**config.mk**
```make
export PLATFORM = sky130hd
export DESIGN_NAME = exc_prio_seq
export DESIGN_NICKNAME = d
export VERILOG_FILES = /design/src/rtl/exc_prio_seq.sv
export SDC_FILE = /design/constraint.sdc
export NUM_CORES = 1
export LEC_CHECK = 0
export ABC_CLOCK_PERIOD_IN_PS = 4900
export BUFFER_PORTS_ARGS = -buffer_cell sky130_fd_sc_hd__buf_2
export CORE_UTILIZATION = 40
export DETAILED_ROUTE_END_ITERATION = 8
export GPL_ROUTABILITY_DRIVEN = 0
export HOLD_SLACK_MARGIN = 0.03
export SLEW_MARGIN = 5
export SYNTH_ARGS = -nofsm -noshare
export SYNTH_HDL_FRONTEND = slang
export SYNTH_SLANG_ARGS = --single-unit
```
**constraint.sdc**
```tcl
create_clock -name clk -period 4.9 [get_ports clk]
set_input_delay 0.98 -clock clk [delete_from_list [all_inputs] [get_ports clk]]
set_output_delay 0.98 -clock clk [all_outputs]
set_load 0.02 [all_outputs]
```
**src/rtl/exc_prio_seq.sv**
```systemverilog
module exc_prio_seq #(
  parameter int MODE_W      = 2,
  parameter int TRACE_MODE  = 2,
  parameter int SYNC_STAGES = 2
) (
  input  logic              clk,
  input  logic              res_n,
  input  logic              wdt_ovf,
  input  logic              ill_req,
  input  logic              addr_err,
  input  logic              irq_req,
  input  logic              trap_req,
  input  logic              trace_bit,
  input  logic [MODE_W-1:0] int_mode,
  input  logic              ret_vld,
  input  logic [1:0]        ret_kind,
  input  logic              hnd_done,
  output logic              hold_rst,
  output logic              grant_vld,
  output logic [5:0]        grant_oh,
  output logic [2:0]        grant_code
);

  localparam int NSRC = 6;
  localparam logic [1:0] K_CTRL = 2'd1;
  localparam logic [1:0] K_RTE  = 2'd2;

  logic [SYNC_STAGES:0] sync_q;
  logic p_ill, p_tr, p_ae, p_irq, p_trap;
  logic busy, rst_hnd;
  logic rise, rst_ev, exec_ok, bnd_ret, bnd_hnd, bnd, trace_now, irq_ok;
  logic [NSRC-1:0] cand, pick;
  logic [2:0] code_n;

  always_ff @(posedge clk or negedge res_n)
    if (!res_n) sync_q <= '0;
    else        sync_q <= {sync_q[SYNC_STAGES-1:0], 1'b1};

  assign hold_rst  = !sync_q[SYNC_STAGES-1];
  assign rise      = sync_q[SYNC_STAGES-1] & !sync_q[SYNC_STAGES];
  assign rst_ev    = rise | (wdt_ovf & !hold_rst);
  assign exec_ok   = !hold_rst & (!busy | hnd_done);
  assign bnd_ret   = ret_vld & !busy & !hold_rst;
  assign bnd_hnd   = hnd_done & busy & !hold_rst;
  assign bnd       = bnd_ret | bnd_hnd;
  assign trace_now = bnd & trace_bit & (int_mode == MODE_W'(TRACE_MODE))
                   & !(bnd_ret & (ret_kind == K_RTE));
  assign irq_ok    = !(bnd_ret & (ret_kind == K_CTRL)) & !(bnd_hnd & rst_hnd);

  assign cand[0] = rst_ev;
  assign cand[1] = exec_ok & (p_ill | ill_req);
  assign cand[2] = bnd & (p_tr | trace_now);
  assign cand[3] = bnd & (p_ae | addr_err);
  assign cand[4] = bnd & irq_ok & (p_irq | irq_req);
  assign cand[5] = exec_ok & (p_trap | trap_req);

  always_comb begin
    logic found;
    found  = 1'b0;
    pick   = '0;
    code_n = '0;
    for (int i = 0; i < NSRC; i++) begin
      if (cand[i] && !found) begin
        found   = 1'b1;
        pick[i] = 1'b1;
        code_n  = 3'(i + 1);
      end
    end
  end

  always_ff @(posedge clk or negedge res_n) begin
    if (!res_n) begin
      {p_ill, p_tr, p_ae, p_irq, p_trap} <= '0;
    end else if (hold_rst || rst_ev) begin
      {p_ill, p_tr, p_ae, p_irq, p_trap} <= '0;
    end else begin
      p_ill  <= (p_ill  | ill_req)   & !pick[1];
      p_tr   <= (p_tr   | trace_now) & !pick[2];
      p_ae   <= (p_ae   | addr_err)  & !pick[3];
      p_irq  <= (p_irq  | irq_req)   & !pick[4];
      p_trap <= (p_trap | trap_req)  & !pick[5];
    end
  end

  always_ff @(posedge clk or negedge res_n) begin
    if (!res_n) begin
      busy    <= 1'b0;
      rst_hnd <= 1'b0;
    end else if (hold_rst) begin
      busy    <= 1'b0;
      rst_hnd <= 1'b0;
    end else if (|pick) begin
      busy    <= 1'b1;
      rst_hnd <= pick[0];
    end else if (bnd_hnd) begin
      busy    <= 1'b0;
      rst_hnd <= 1'b0;
    end
  end

  always_ff @(posedge clk or negedge res_n) begin
    if (!res_n) begin
      grant_vld  <= 1'b0;
      grant_oh   <= '0;
      grant_code <= '0;
    end else begin
      grant_vld  <= |pick;
      grant_oh   <= pick;
      grant_code <= code_n;
    end
  end

endmodule

```
# After elaboration in Yosys (flattened, before gate mapping)
# Cells that the tools add are included.
[word_totals]
reg_bits = 20
output_inout_bits = 11
word_cells = 97
[classes]
eq_ne = 4
n_mux = 26
bitwise_logic = 33
reduce_logical = 23
[op_table]
columns = ["operator", "count"]
rows = [
  ["$and 1x1->1", 25],
  ["$mux 1", 21],
  ["$logic_not 1->1", 16],
  ["$mux 3", 5],
  ["$or 1x1->1", 8],
  ["$reduce_or 6->1", 1],
  ["$logic_and 1x1->1", 5],
  ["$eq 2x2->1 const B", 2],
  ["$ne 3x1->1 const B", 1],
  ["$eq 2x1->1 const B", 1],
  ["$logic_or 1x1->1", 1],
]

# Longest topological paths before layout
[depth]
depth_word = 23
ltp_mapped = 6
depth_no_buf = 5

# Worst setup path after synthesis
# No wires, ideal clock.
[synth_timing]
kind = "input -> register"
startpoint = "input port ret_kind[0]"
endpoint = "register grant_code[1]"
setup_time_ps = 65
arrival_time_ps = 2114
required_time_ps = 4835
path_slack_ps = 2721
stages = 5
path_cell_list = "and4bb_1 a211oi_2 o41a_4 nor4b_4 or3_1"
[synth_via]
elab_chain_len = 17
[synth_lines]
columns = ["item", "line", "rtl"]
rows = [
  ["start: declaration", "16", "input logic [1:0] ret_kind,"],
  ["$eq 2x2->1", "47", "& !(bnd_ret & (ret_kind == K_RTE));"],
  ["$and 1x1->1", "47", ""],
  ["$logic_not 1->1", "47", ""],
  ["$and 1x1->1", "47", ""],
  ["$or 1x1->1", "52", "assign cand[2] = bnd & (p_tr | trace_now);"],
  ["$and 1x1->1", "52", ""],
  ["$logic_and 1x1->1", "63", "if (cand[i] && !found) begin"],
  ["$mux 1", "63", ""],
  ["(+2 left out)", "-", ""],
  ["$mux 1", "63", ""],
  ["$logic_not 1->1", "63", ""],
  ["$logic_and 1x1->1", "63", ""],
  ["$mux 1", "63", ""],
  ["$logic_not 1->1", "63", ""],
  ["$logic_and 1x1->1", "63", ""],
  ["$mux 3 (*)", "63", ""],
  ["named net code_n[1]", "33", "logic [2:0] code_n;"],
  ["end signal: assignment", "109", "grant_code <= code_n;"],
  ["end: declaration", "21", "output logic [2:0] grant_code"],
]
# Mark *: on every way through the listed nets, which the timed path passes. The rest lies on a longest branch.
# A chain may end at the register's enable or synchronous reset.

# Final worst setup path
# Same ends and word-level chain as after synthesis.

==> flow_summary_export.csv <==
group,metric,value,unit
run,maxCapViolations,0,
outcome,outcome,"completed",
power,peakVddDrop,0.224,mV
sta,hold_violations,0,
global_route,grt_pass1_vias,481,
synthesis,synthesis.nets,88,
synthesis,synth_seq_cells,20,
synthesis,syn_inst,74,
route,drcViolationCount,0,
clock_tree,clk_latency,0.28,ns
route,routedWlPerCell,10.8,µm
sta,max_freq,479,MHz
critical_path,r2r_start,"sync_q[1]",
layout,n_antenna_cell,0,
route,routed_wl,1.37,mm
sta,rsz0062_at_grt,"false",
route,antenna_left,0,
sta,holdWs,0.356,ns
critical_path,reg2reg_slack,3.08,ns
clock_tree,cts-buffers-inserted,3,
clock_tree,cts_root_buf,"clkbuf_4",
route,num_vias,609,
die,die_w,47.7,µm
die,start_util,0.426,
sta,finalSetupTns,0,ns
die,core_area,0.00196,mm²
die,dieArea,0.00228,mm²
synthesis,ys_seq_area_frac,0.599,
die,die_h,47.7,µm
min_path,hold_path_class,"register to register",
synthesis,synthDistinctLibCells,25,
critical_path,worstPathCellList,"buf_2, and4bb_1, a211oi_2, o41a_4, nor4b_4, or3_1",
global_route,grt_overflow,0,
clock_tree,clkSinkCount,20,
critical_path,crit_type,"input pin to register",
sta,period_needed,2.09,ns
clock_tree,cts_tree,"yes",
clock_tree,ctsHoldBuffers,0,
critical_path,cp-start-kind,"input pin",
route,first_pass_iters,4,
route,vias_per_cell,4.80,
sta,setup_viol_count_final,0,
place,hpwl,1.11,mm
place,io_buffers,24,
critical_path,cp-end-kind,"register",
power,power_density,294,mW/mm²
critical_path,critPathBufInv,1,
critical_path,cp_max_fo,4,
layout,fill_cells,207,
clock_tree,cts.path.max_buffers,2,
sta,period_share,0.426,
clock_tree,cts_setup_buffers,0,
synthesis,syn_area,836,µm²
clock_tree,cts_max_level,1,
synthesis,synth_warnings,0,
die,num_rows,16,
global_route,grt_max_degree,21,
critical_path,crit_family,"simple AND/OR/NAND/NOR gates",
layout,nNetsFinal,116,
critical_path,startpoint,"ret_kind[0]",
layout,drive_above_1_share,0.300,
min_path,min_from,"sync_q[0]",
global_route,antenna_found_initial,0,
synthesis,syn_avg_cell_area,11.3,µm²
clock_tree,path_clk_slew,0.10,ns
critical_path,required,5.13,ns
critical_path,cp_slowest_stage_delay,0.39,ns
die,num_io_pins,25,
clock_tree,cts_resized,0,
sta,final_max_slew_viol_count,0,
global_route,grt_pass1_wl,2.12,mm
route,initialDrtViolationCount,6,
power,power.leakage,0.503,nW
layout,area_growth,19.8,%
global_route,grt_usage,0.140,
critical_path,cp_slowest_cell,"o41a_4",
sta,clock_skew,0.000833,ns
critical_path,worstPathArrival,2.32,ns
-- metal layers --
layer	up-vias	wire, µm	track usage
met2	20	605	0.211
li1	315	-	-
met1	272	677	0.189
met4	0	9	0.0500
met5	-	0	0
met3	2	75	0.0453
-- cell type report --
cell class | count | area [µm²] | share of cell area
clock buffer | 3 | 22.5 | 0.0225
inverter | 2 | 7.51 | 0.00750
multi-input combinational | 51 | 317 | 0.316
sequential | 20 | 500 | 0.500
tap | 27 | 33.8 | 0.0338
timing repair buffer | 24 | 120 | 0.120
-- cells in the mapped netlist (all sizes together) --
library cell | instances | area [µm²]
dfrtp | 20 | 500
nand2 | 9 | 33.8
nor2 | 9 | 33.8
nor3 | 6 | 30.0
a211oi | 3 | 27.5
nand2b | 3 | 18.8
a21oi | 2 | 10.0
inv | 2 | 7.51
nand3b | 2 | 15.0
nor2b | 2 | 12.5
nor4b | 2 | 32.5
o21ai | 2 | 10.0
or3 | 2 | 12.5
a41oi | 1 | 8.76
and2 | 1 | 6.26
and4bb | 1 | 12.5
buf | 1 | 11.3
conb | 1 | 3.75
nand3 | 1 | 5.00
nand4 | 1 | 6.26
nand4b | 1 | 8.76
o31ai | 1 | 7.51
o41a | 1 | 21.3
-- through the flow --
stage / instance area (µm²) / std cells / setup WS [ns] / power (W) / util
4_1_cts: 1000 / 127 / 2.80 / 0.000297 / 0.510
3_3_place_gp: 978 / 124 / 2.53 / 0.000226 / 0.499
2_1_floorplan: 836 / 74 / 2.72 / 0.000209 / -
5_1_grt: 1000 / 127 / 2.72 / 0.000310 / 0.510
3_5_place_dp: 978 / 124 / 2.49 / 0.000226 / 0.499
6_report: 1000 / 127 / 2.81 / 0.000294 / 0.510
-- state kept, by name (all words and copies together) (netlist names) --
signal / cells
grant_vld: 1
p_tr: 1
grant_code: 3
busy: 1
grant_oh: 6
rst_hnd: 1
p_ill: 1
p_trap: 1
sync_q: 3
p_ae: 1
p_irq: 1
-- power by group --
part           leakage, nW  internal [W]  switching, W
registers            0.259      0.000173    0.00000359
clock network       0.0138     0.0000285     0.0000430
logic                0.231     0.0000173     0.0000283
total                0.503      0.000219     0.0000749
-- logic make-up after synthesis --
group | share of synthesized area
flip-flops | 0.599
AO/OA/AOI/OAI | 0.102
other | 0.00449
buffers and inverters | 0.0225
AND/OR/NAND/NOR | 0.272
-- path summary, 6_finish.rpt --
| check | endpoint | cells past startpoint |
|---|---|---|
| setup / recovery | grant_code[1] | 6 |
| hold / removal | sync_q[1] | 0 |
| setup reg to reg | grant_code[0] | 5 |
| hold reg to reg | sync_q[1] | 0 |
| max in group asynchronous | grant_oh[4] | 1 |
| min in group asynchronous | grant_oh[5] | 1 |
-- placed cells by master (no fill, tap or decap), drive strengths merged, types with 3 or more instances in the layout --
cell type / synthesis / final
clkbuf: 0 / 3
nand2: 9 / 9
nand2b: 3 / 3
a211oi: 3 / 3
nor3: 6 / 6
buf: 1 / 24
nor2: 9 / 9
dfrtp: 20 / 20
Note: power is estimated with default switching activity, not from simulation.
